<file path="src/rtl/priv_perm_pkg.sv">
package priv_perm_pkg;
  localparam int CLASS_W   = 5;
  localparam int CL_WFI    = 0;
  localparam int CL_FENCE  = 1;
  localparam int CL_HFENCE = 2;
  localparam int CL_HLOAD  = 3;
  localparam int CL_HSTORE = 4;

  localparam logic [1:0] MODE_SUP  = 2'd1;
  localparam logic [1:0] MODE_MACH = 2'd3;

  typedef struct packed {
    logic wfiOk;
    logic fenceOk;
    logic hfenceOk;
    logic loadOk;
    logic storeOk;
    logic illegal;
  } permStrobe_t;
endpackage

</file>
<file path="src/rtl/priv_perm_ctrl.sv">
module priv_perm_ctrl
  import priv_perm_pkg::*;
(
  input  logic               clk,
  input  logic               rstN,
  input  logic [1:0]         curMode,
  input  logic               virtEnabled,
  input  logic               trapWaitBit,
  input  logic               trapVmBit,
  input  logic               userHypBit,
  input  logic [CLASS_W-1:0] instClass,
  output permStrobe_t        strobes
);
  logic isMach, isSup, isUser, classValid;
  logic wfiLegal, fenceLegal, hfenceLegal, hypLegal;
  logic [CLASS_W-1:0] legalVec, activeVec;

  assign isMach     = (curMode == MODE_MACH);
  assign isSup      = (curMode == MODE_SUP);
  assign isUser     = !isMach && !isSup;
  assign classValid = $onehot(instClass);

  assign wfiLegal    = !((isSup && trapWaitBit) || virtEnabled);
  assign fenceLegal  = (isMach || isSup) && !(isSup && trapVmBit);
  assign hfenceLegal = isMach || (isSup && !virtEnabled);
  assign hypLegal    = isMach || (isSup && !virtEnabled) ||
                       (isUser && !virtEnabled && userHypBit);

  assign legalVec[CL_WFI]    = wfiLegal;
  assign legalVec[CL_FENCE]  = fenceLegal;
  assign legalVec[CL_HFENCE] = hfenceLegal;
  assign legalVec[CL_HLOAD]  = hypLegal;
  assign legalVec[CL_HSTORE] = hypLegal;

  for (genvar gi = 0; gi < CLASS_W; gi++) begin : g_gate
    assign activeVec[gi] = classValid && instClass[gi] && legalVec[gi];
  end

  always_comb begin
    strobes.wfiOk    = activeVec[CL_WFI];
    strobes.fenceOk  = activeVec[CL_FENCE];
    strobes.hfenceOk = activeVec[CL_HFENCE];
    strobes.loadOk   = activeVec[CL_HLOAD];
    strobes.storeOk  = activeVec[CL_HSTORE];
    strobes.illegal  = classValid && ((instClass & ~legalVec) != '0);
  end

  // exception never coexists with any allow strobe
  p_excl_r7: assert property (@(posedge clk) disable iff (!rstN)
    strobes.illegal |-> !(strobes.wfiOk || strobes.fenceOk || strobes.hfenceOk ||
                          strobes.loadOk || strobes.storeOk));
  // at most one result per cycle
  p_single_r7: assert property (@(posedge clk) disable iff (!rstN)
    $onehot0({strobes.wfiOk, strobes.fenceOk, strobes.hfenceOk,
              strobes.loadOk, strobes.storeOk, strobes.illegal}));
  // supervisor fence with vm trap is an exception
  p_fence_trap_r2: assert property (@(posedge clk) disable iff (!rstN)
    (instClass == (CLASS_W'(1) << CL_FENCE) && isSup && trapVmBit) |-> strobes.illegal);
  // hypervisor fence never allowed with virtualization on outside machine mode
  p_hfence_virt_r3: assert property (@(posedge clk) disable iff (!rstN)
    (virtEnabled && !isMach) |-> !strobes.hfenceOk);
  // no class, no result
  p_idle_r6: assert property (@(posedge clk) disable iff (!rstN)
    (instClass == '0) |-> (strobes == '0));
endmodule

</file>
<file path="src/rtl/priv_perm_dp.sv">
module priv_perm_dp
  import priv_perm_pkg::*;
#(
  parameter int NUM_IRQ = 4,
  parameter int SIZE_W  = 2
) (
  input  logic               clk,
  input  logic               rstN,
  input  permStrobe_t        strobes,
  input  logic [SIZE_W-1:0]  accSizeIn,
  input  logic               accSignedIn,
  input  logic [NUM_IRQ-1:0] irqPending,
  output logic               twoStageLookup,
  output logic [SIZE_W-1:0]  accSizeOut,
  output logic               accSignedOut,
  output logic               coreHalted
);
  logic accessActive, anyIrq;

  assign accessActive   = strobes.loadOk || strobes.storeOk;
  assign anyIrq         = |irqPending;
  assign twoStageLookup = accessActive;
  assign accSizeOut     = accessActive ? accSizeIn : '0;
  assign accSignedOut   = strobes.loadOk && accSignedIn;

  always_ff @(posedge clk) begin
    if (!rstN)                coreHalted <= 1'b0;
    else if (anyIrq)          coreHalted <= 1'b0;
    else if (strobes.wfiOk)   coreHalted <= 1'b1;
  end

  // allowed wait with nothing pending halts on the next edge
  p_halt_set_r8: assert property (@(posedge clk) disable iff (!rstN)
    (strobes.wfiOk && !anyIrq) |=> coreHalted);
  // flag holds when neither event occurs
  p_halt_hold_r8: assert property (@(posedge clk) disable iff (!rstN)
    (!strobes.wfiOk && !anyIrq) |=> $stable(coreHalted));
  // any pending line wakes the core
  p_halt_clr_r9: assert property (@(posedge clk) disable iff (!rstN)
    anyIrq |=> !coreHalted);
  // stores never report signedness
  p_store_unsigned_r5: assert property (@(posedge clk) disable iff (!rstN)
    strobes.storeOk |-> !accSignedOut);
endmodule

</file>
<file path="src/rtl/priv_perm_check.sv">
module priv_perm_check
  import priv_perm_pkg::*;
#(
  parameter int NUM_IRQ = 4,
  parameter int SIZE_W  = 2
) (
  input  logic               clk,
  input  logic               rstN,
  input  logic [1:0]         curMode,
  input  logic               virtEnabled,
  input  logic               trapWaitBit,
  input  logic               trapVmBit,
  input  logic               userHypBit,
  input  logic [CLASS_W-1:0] instClass,
  input  logic [SIZE_W-1:0]  accSizeIn,
  input  logic               accSignedIn,
  input  logic [NUM_IRQ-1:0] irqPending,
  output logic               haltReq,
  output logic               flushReq,
  output logic               hypFlushReq,
  output logic               hypLoadReq,
  output logic               hypStoreReq,
  output logic               twoStageLookup,
  output logic [SIZE_W-1:0]  accSizeOut,
  output logic               accSignedOut,
  output logic               illegalInst,
  output logic               coreHalted
);
  permStrobe_t strobes;

  priv_perm_ctrl u_ctrl (
    .clk(clk), .rstN(rstN), .curMode(curMode), .virtEnabled(virtEnabled),
    .trapWaitBit(trapWaitBit), .trapVmBit(trapVmBit), .userHypBit(userHypBit),
    .instClass(instClass), .strobes(strobes)
  );

  priv_perm_dp #(.NUM_IRQ(NUM_IRQ), .SIZE_W(SIZE_W)) u_dp (
    .clk(clk), .rstN(rstN), .strobes(strobes), .accSizeIn(accSizeIn),
    .accSignedIn(accSignedIn), .irqPending(irqPending),
    .twoStageLookup(twoStageLookup), .accSizeOut(accSizeOut),
    .accSignedOut(accSignedOut), .coreHalted(coreHalted)
  );

  assign haltReq     = strobes.wfiOk;
  assign flushReq    = strobes.fenceOk;
  assign hypFlushReq = strobes.hfenceOk;
  assign hypLoadReq  = strobes.loadOk;
  assign hypStoreReq = strobes.storeOk;
  assign illegalInst = strobes.illegal;
endmodule

</file>
<file path="config.mk">
export PLATFORM = sky130hd
export DESIGN_NAME = priv_perm_check
export DESIGN_NICKNAME = d
export VERILOG_FILES = /design/src/rtl/priv_perm_pkg.sv /design/src/rtl/priv_perm_ctrl.sv /design/src/rtl/priv_perm_dp.sv /design/src/rtl/priv_perm_check.sv
export SDC_FILE = /design/constraint.sdc
export NUM_CORES = 1
export LEC_CHECK = 0
export BUFFER_PORTS_ARGS = -buffer_cell sky130_fd_sc_hd__clkbuf_2
export CELL_PAD_IN_SITES_DETAIL_PLACEMENT = 1
export CELL_PAD_IN_SITES_GLOBAL_PLACEMENT = 2
export CORE_ASPECT_RATIO = 1.1
export CORE_MARGIN = 2
export CORE_UTILIZATION = 14
export DETAILED_ROUTE_END_ITERATION = 16
export HOLD_SLACK_MARGIN = 0.03
export PLACE_DENSITY_LB_ADDON = 0.2
export SLEW_MARGIN = 20
export SYNTH_ARGS = -nofsm -noshare
export SYNTH_HDL_FRONTEND = slang
export SYNTH_HIERARCHICAL = 1
export SYNTH_SLANG_ARGS = --single-unit
</file>
<file path="constraint.sdc">
create_clock -name clk -period 6.3 [get_ports clk]
set_input_delay 0.315 -clock clk [delete_from_list [all_inputs] [get_ports clk]]
set_output_delay 0.315 -clock clk [all_outputs]
set_load 0.1 [all_outputs]
</file>
# Yosys cells after proc, flatten, opt, wreduce, memory -nomap -nowiden
# Cells that the tools add are included.
[classes]
div = 0
n_reduce_logical = 31
n_bitwise = 3
n_mux = 1
magnitude_cmp = 0
shifts = 0
add_sub_neg = 4
multipliers = 0
n_eq_ne = 3
[op_table]
columns = ["operator", "n"]
rows = [
  ["$logic_and A1 B1 Y1", 19],
  ["$and A5 B5 Y5", 1],
  ["$logic_not A1 Y1", 5],
  ["$logic_or A1 B1 Y1", 5],
  ["$not A5 Y5", 1],
  ["$reduce_bool A5 Y1", 1],
  ["$reduce_or A5 Y1", 1],
  ["$add A1 B1 Y2", 2],
  ["$add A3 B1 Y3", 1],
  ["$add A3 B3 Y3", 1],
  ["$eq A3 B1 Y1 const B", 1],
  ["$eq A2 B1 Y1 const B", 1],
  ["$eq A2 B2 Y1 const B", 1],
  ["$mux W2", 1],
  ["$not A1 Y1", 1],
]
[totals]
input_bits = 20
regBits = 1
ramBits = 0
romBits = 0
latch_bits = 0
out_inout_bits = 11
mem_count = 0

# Depth between registers and ports, before layout
# Gate-level depths: netlist of the first run.
[logic_depth]
depth_word = 10
depth_mapped = 10

# Hierarchy
# Netlist of the first run, hierarchy kept.
[modules_own_cells]
columns = ["module", "cells_each", "n_inst", "area_each_um2", "seq_area_each_um2"]
rows = [
  ["priv_perm_ctrl", 30, 1, 203.9, 0.0],
  ["priv_perm_dp", 8, 1, 68.8, 20.0],
]

# Worst setup path before layout of the first run
# Ideal clock, no wire load.
[synth_timing]
kind = "input to register"
startpoint = "input port instClass[0]"
endpoint = "register u_dp.coreHalted"
cell_stages = 10
arrival_time_ps = 5020
required_ps = 6218
path_slack_ps = 1198
path_cell_list = "inv_1 -> fa_1 -> fa_1 -> inv_1 -> ha_1 -> nor3_4 -> inv_1 -> nor4_1 -> nor2_1 -> nor3_2"
[synth_between]
elab_chain_len = 6
[synth_rtl]
columns = ["element", "line", "source"]
rows = [
  ["from (decl)", "priv_perm_check.sv:14", "input logic [CLASS_W-1:0] instClass,"],
  ["$add A1 B1 Y2 (implied by the code)", "priv_perm_ctrl.sv:21", "assign classValid = $onehot(instClass);"],
  ["$add A3 B3 Y3 (implied by the code)", "priv_perm_ctrl.sv:21", ""],
  ["$add A3 B1 Y3 (implied by the code)", "priv_perm_ctrl.sv:21", ""],
  ["$eq A3 B1 Y1", "priv_perm_ctrl.sv:21", ""],
  ["$logic_and A1 B1 Y1 (*) (2 in series)", "priv_perm_ctrl.sv:36", "assign activeVec[gi] = classValid && instClass[gi] && legalVec[gi];"],
  ["via haltReq", "priv_perm_check.sv:18", "output logic haltReq,"],
  ["to (signal assigned)", "priv_perm_dp.sv:27", "if (!rstN) coreHalted <= 1'b0;"],
  ["to (signal assigned)", "priv_perm_dp.sv:28", "else if (anyIrq) coreHalted <= 1'b0;"],
  ["to (signal assigned)", "priv_perm_dp.sv:29", "else if (strobes.wfiOk) coreHalted <= 1'b1;"],
  ["to (decl)", "priv_perm_dp.sv:16", "output logic coreHalted"],
]
# Mark *: on every way through the listed nets, which the timed path passes. The rest lies on a longest branch.
# A chain may end at the register's enable or synchronous reset.

# Worst setup path after layout of the first run
[layout_timing]
startpoint = "input port instClass[0]"
endpoint = "output port accSizeOut[1]"
[layout_between]
elab_chain_len = 8
word_cells_on_any_way = 10
[layout_rtl]
columns = ["element", "line", "source"]
rows = [
  ["$add A1 B1 Y2 (implied by the code) (*)", "priv_perm_ctrl.sv:21", ""],
  ["$add A3 B3 Y3 (implied by the code) (*)", "priv_perm_ctrl.sv:21", ""],
  ["$add A3 B1 Y3 (implied by the code) (*)", "priv_perm_ctrl.sv:21", ""],
  ["$eq A3 B1 Y1 (*)", "priv_perm_ctrl.sv:21", ""],
  ["$logic_and A1 B1 Y1 (2 in series)", "priv_perm_ctrl.sv:36", ""],
  ["$logic_or A1 B1 Y1 (*)", "priv_perm_dp.sv:20", "assign accessActive = strobes.loadOk || strobes.storeOk;"],
  ["$mux W2 (*)", "priv_perm_dp.sv:23", "assign accSizeOut = accessActive ? accSizeIn : '0;"],
  ["to (decl)", "priv_perm_check.sv:24", "output logic [SIZE_W-1:0] accSizeOut,"],
]
# Every way passes the cells marked *; elsewhere a longest branch is shown, timed or not.

==> results of run 1 <==
## synth_stat cells, types with 2 or more instances
library cell	n
inv_1	8
nand2b_1	2
and3_1	2
fa_1	2
and2_1	3
nor2_1	3
o21ai_1	2
nand2_1	2
a21oi_1	2
## layout make-up
class / count / area share
inverters: 8 / 0.0674
multi-input cells: 29 / 0.500
flip-flops and latches: 1 / 0.0449
well taps: 18 / 0.0506
repair buffers: 30 / 0.337
## critical path, cell delays in order
cell and delay, ns:
clkbuf_2 0.09, inv_1 0.06, fa_1 0.50, fa_1 0.37, inv_1 0.06, ha_1 0.24
nor3_4 0.26, and3_1 0.22, or2_2 0.13, and2_1 0.11, clkbuf_2 0.44
## where the power goes
group	switching (W)	internal [W]	total (W)
clock network	0	0	0
logic	0.0000518	0.0000165	0.0000683
registers	0.00000000697	0.00000648	0.00000649
## layer usage
layer | vias to the layer above | GRT usage | routed length, um
met5 | - | 0 | 0
met2 | 23 | 0.134 | 377
met1 | 168 | 0.0848 | 314
met4 | 0 | 0 | 0
met3 | 0 | 0.00360 | 106
li1 | 187 | - | -
## worst max path at each step
| stage | slack [ns] | endpoint | start |
|---|---|---|---|
| final | 3.18 | accSizeOut[1] | instClass[0] |
| after global routing | 3.00 | haltReq | instClass[0] |
| after CTS | 3.15 | haltReq | instClass[0] |
| after detailed placement | 3.16 | haltReq | instClass[0] |
| after global placement | 3.14 | haltReq | instClass[0] |
| after floorplan | 1.20 | u_dp/coreHalted | instClass[0] |
## per-stage QoR
stage          hold WS [ns]  instances  utilization  worst slack (ns)
6_report              0.488         86        0.247              3.18
5_1_grt               0.493         86        0.247              3.00
4_1_cts               0.491         86        0.247              3.15
3_5_place_dp          0.493         86        0.247              3.16
3_3_place_gp          0.491         86        0.247              3.14
2_1_floorplan         0.384         38            -              1.20
## cell usage in the layout, fill, tap and decap left out, types with 2 or more instances in the layout
cell / netlist / layout
clkbuf_2: 0 / 30
inv_1: 8 / 8
nor2_1: 3 / 3
and2_1: 3 / 3
nand2_1: 2 / 2
nand2b_1: 2 / 2
o21ai_1: 2 / 2
and3_1: 2 / 2
a21oi_1: 2 / 2
fa_1: 2 / 2
## kinds of logic (layout without fill, tap and decap cells)
kind of cell	count (synthesis)	after routing	share of synthesized area
AND/OR/NAND/NOR	20	20	0.500
AO/OA/AOI/OAI	6	6	0.124
buffers and inverters	8	38	0.110
adder cells (fa/ha/maj)	3	3	0.193
flip-flops	1	1	0.0734
==> results.json, run 1 <==
{
  "outcome": "finished clean",
  "die_area_um2": 2320,
  "vias": 378,
  "crit_type": "input pin to output port",
  "r2r-start": "u_dp/coreHalted",
  "worstHoldStart": "irqPending[3]",
  "syn_area_um2": 273,
  "irDropWorstVdd_mv": 0.0563,
  "r2r_cells": 2,
  "cts_resized": 0,
  "period_needed_ns": 3.12,
  "post-cts-setup-buffers": 0,
  "ys_ff_latch": 1,
  "cp_max_fo": 5,
  "start_util": 0.151,
  "grt_max_degree": 8,
  "reg.largest.list": "u_dp/coreHalted (1)",
  "fin_nets": 93,
  "via_per_inst": 4.40,
  "setup_viol": 0,
  "die_x_um": 46.1,
  "final_area_um2": 445,
  "seqCellArea_um2": 20.0,
  "grtUsageTotal": 0.0693,
  "ys_warn_count": 6,
  "reg2reg_slack_ns": 5.72,
  "final_max_slew_viol_count": 0,
  "routedWlPerCell_um": 9.28,
  "synthFlopType": "dfxtp_1",
  "power_w": 0.0000748,
  "hold_depth": 2,
  "syn_to_final_growth_pct": 63.3,
  "worst_pin_slew_ns": 0.543,
  "core_area_um2": 1800,
  "grt_pass1_wl_um": 1320,
  "placed_cell_area_um2": 445,
  "synth_edf_count": 0,
  "postRouteAntennaNets": 0,
  "antenna_found_initial": 0,
  "drt_wl_total_um": 798,
  "die_h_um": 50.3,
  "dp_hpwl_um": 781,
  "largest_register_ffs": 1,
  "num_rows": 16,
  "p_leak_nw": 0.268,
  "drive_gt1_frac": 0.515,
  "max_freq_mhz": 321,
  "clk_pin_slew_ns": 0,
  "skew_ns": 0,
  "final_hold_viol_count": 0,
  "io_buffers": 30,
  "io_pins": 31,
  "synth_seq_area_share": 0.0734,
  "place_congestion": 0.611,
  "synth_cell_types": 21,
  "synth_nets": 61,
  "rsz0062_at_grt": "false",
  "powerDensity_nw_per_um2": 168,
  "top_register": "u_dp/coreHalted",
  "end_kind": "output port",
  "syn_inst": 38,
  "synth_top_area_frac": 0.147,
  "min_path_type": "input pin to flip-flop",
  "tns_ns": 0,
  "drt_pass1_iterations": 4,
  "hold_buffers": 0,
  "diodes": 0,
  "synthArstFlopShare": 0,
  "grt_pass1_vias": 348,
  "drv_cap": 0,
  "fin_crit_sh": 0.495,
  "drt_iter0_drc": 5,
  "clk_latency_ns": 0,
  "multi_input_area_um2": 223,
  "syn_avg_cell_area_um2": 7.18,
  "fill_cells": 247,
  "slew_headroom": 0.640,
  "required_ns": 5.98,
  "r2r-end": "u_dp/coreHalted",
  "whs_endpoint": "u_dp/coreHalted",
  "grt_remaining_overflow": 0,
  "start_kind": "input pin",
  "critical_path_arrival_ns": 2.80,
  "drcViolationCount": 0,
  "synth_top_area_cell": "fa_1",
  "synth.area.top_cells": "fa_1 (15%), inv_1 (11%), dfxtp_1 (7.3%)"
}
No activity file was read; power rests on OpenSTA's default activity.
==> inputs of run 2 (changes only) <==
--- a/config.mk
+++ b/config.mk
@@ -10,7 +10,7 @@
 export CELL_PAD_IN_SITES_GLOBAL_PLACEMENT = 2
 export CORE_ASPECT_RATIO = 1.1
 export CORE_MARGIN = 2
-export CORE_UTILIZATION = 14
+export CORE_UTILIZATION = 12
 export DETAILED_ROUTE_END_ITERATION = 16
 export HOLD_SLACK_MARGIN = 0.03
 export PLACE_DENSITY_LB_ADDON = 0.2
==> constraint.sdc (replaced) <==
create_clock -name clk -period 2.8 [get_ports clk]
set_input_delay 0.14 -clock clk [delete_from_list [all_inputs] [get_ports clk]]
set_output_delay 0.14 -clock clk [all_outputs]
set_load 0.1 [all_outputs]
==> results.json, run 2 (synthesis results as in run 1) <==
{
  "core_area_um2": 2210,
  "fin_crit_sh": 0.865,
  "grt_remaining_overflow": 0,
  "die_area_um2": 2670,
  "diodes": 0,
  "die_h_um": 54.0,
  "routedWlPerCell_um": 9.61,
  "critical_path_arrival_ns": 2.28,
  "hold_buffers": 0,
  "top_register": "u_dp/coreHalted",
  "start_util": 0.124,
  "clk_pin_slew_ns": 0,
  "post-cts-setup-buffers": 0,
  "r2r_cells": 2,
  "worst_pin_slew_ns": 0.541,
  "io_buffers": 30,
  "vias": 380,
  "required_ns": 2.66,
  "syn_to_final_growth_pct": 121,
  "dp.cells": 98,
  "fin_cells": 98,
  "largest_register_ffs": 1,
  "clk_latency_ns": 0,
  "setup_viol": 0,
  "fin_util": 0.273,
  "crit_type": "input pin to output port",
  "drt_pass1_iterations": 4,
  "cp_max_fo": 5,
  "max_freq_mhz": 413,
  "grt_pass1_vias": 378,
  "slowest_delay_ns": 0.50,
  "fin_ws_ns": 0.378,
  "outcome": "finished clean",
  "cts_resized": 0,
  "drive_gt1_frac": 0.691,
  "drt_iter0_drc": 1,
  "pre_cts_slack_ns": 0.350,
  "layout_commonest_cell": "clkbuf_2",
  "drv_cap": 0,
  "grt_max_degree": 8,
  "drcViolationCount": 0,
  "irDropWorstVdd_mv": 0.0986,
  "place_congestion": 0.675,
  "grt_pass1_wl_um": 1600,
  "antenna_found_initial": 0,
  "slowest_stage": "fa_1",
  "crit_chain": "clkbuf_2, inv_1, fa_1, fa_2, inv_2, ha_4, nor3_4, and3_4, or2_4, and2_4, buf_12",
  "hold_ws_ns": 0.312,
  "final_hold_viol_count": 0,
  "skew_ns": 0,
  "die_x_um": 49.5,
  "slew_headroom": 0.641,
  "hold_depth": 2,
  "reg.largest.list": "u_dp/coreHalted (1)",
  "via_per_inst": 3.88,
  "end_kind": "output port",
  "start_kind": "input pin",
  "io_pins": 31,
  "period_needed_ns": 2.42,
  "final_max_slew_viol_count": 0,
  "grtUsageTotal": 0.0752,
  "num_rows": 18,
  "rsz0062_at_grt": "false",
  "powerDensity_nw_per_um2": 346,
  "dp_hpwl_um": 931,
  "p_leak_nw": 0.288,
  "tns_ns": 0,
  "postRouteAntennaNets": 0,
  "min_path_type": "input pin to flip-flop",
  "drt_wl_total_um": 942,
  "fin_nets": 93,
  "layout_common_cells": "clkbuf_2 (20), buf_12 (5), buf_4 (5), inv_1 (5)"
}
[run 2: cell types whose count changed in the layout (fill, tap and decap cells not counted), sizes merged]
cell	before	now
buf	0	10
clkbuf	30	20
[run 2: cell type report]
type                            count  area (um2)
Multi-Input combinational cell     29         278
Tap cell                           30        37.5
Inverter                            8        30.0
Timing Repair Buffer               30         238
Fill cell                         285        1600
Sequential cell                     1        20.0
[run 2: worst paths after layout]
| path | from | endpoint | slack, ns |
|---|---|---|---|
| worst max register to register | u_dp/coreHalted | u_dp/coreHalted | 2.22 |
| worst min register to register | u_dp/coreHalted | u_dp/coreHalted | 0.52 |
| worst max-delay path | instClass[3] | accSizeOut[0] | 0.38 |
| worst min-delay path | irqPending[3] | u_dp/coreHalted | 0.31 |
[run 2: per-layer routing]
| metal | vias up | wire length, um | global-route usage | part of all wire |
|---|---|---|---|---|
| met1 | 167 | 291 | 0.0740 | 0.31 |
| met3 | 0 | 145 | 0.0278 | 0.15 |
| met2 | 24 | 505 | 0.158 | 0.54 |
| met5 | - | 0 | 0 | 0 |
| li1 | 189 | - | - | - |
| met4 | 0 | 0 | 0.00463 | 0 |
[run 2: per-stage QoR]
| stage | total power, W | cell area (um2) |
|---|---|---|
| after floorplan | 0.000154 | 328 |
| after global placement | 0.000210 | 603 |
| after detailed placement | 0.000212 | 603 |
| after CTS | 0.000212 | 603 |
| after global routing | 0.000223 | 603 |
| final | 0.000209 | 603 |
[run 2: power by group]
part | internal [W] | switching, W
sequential | 0.0000146 | 0.0000000175
combinational | 0.0000672 | 0.000127
clock | 0 | 0
total | 0.0000818 | 0.000127
[run 2: worst max-delay path, delay by kind of cell]
kind,cells,cell delay (ns)
AND/OR/NAND/NOR,4,0.71
buffers and inverters,4,0.38
adder cells (fa/ha/maj),3,1.04
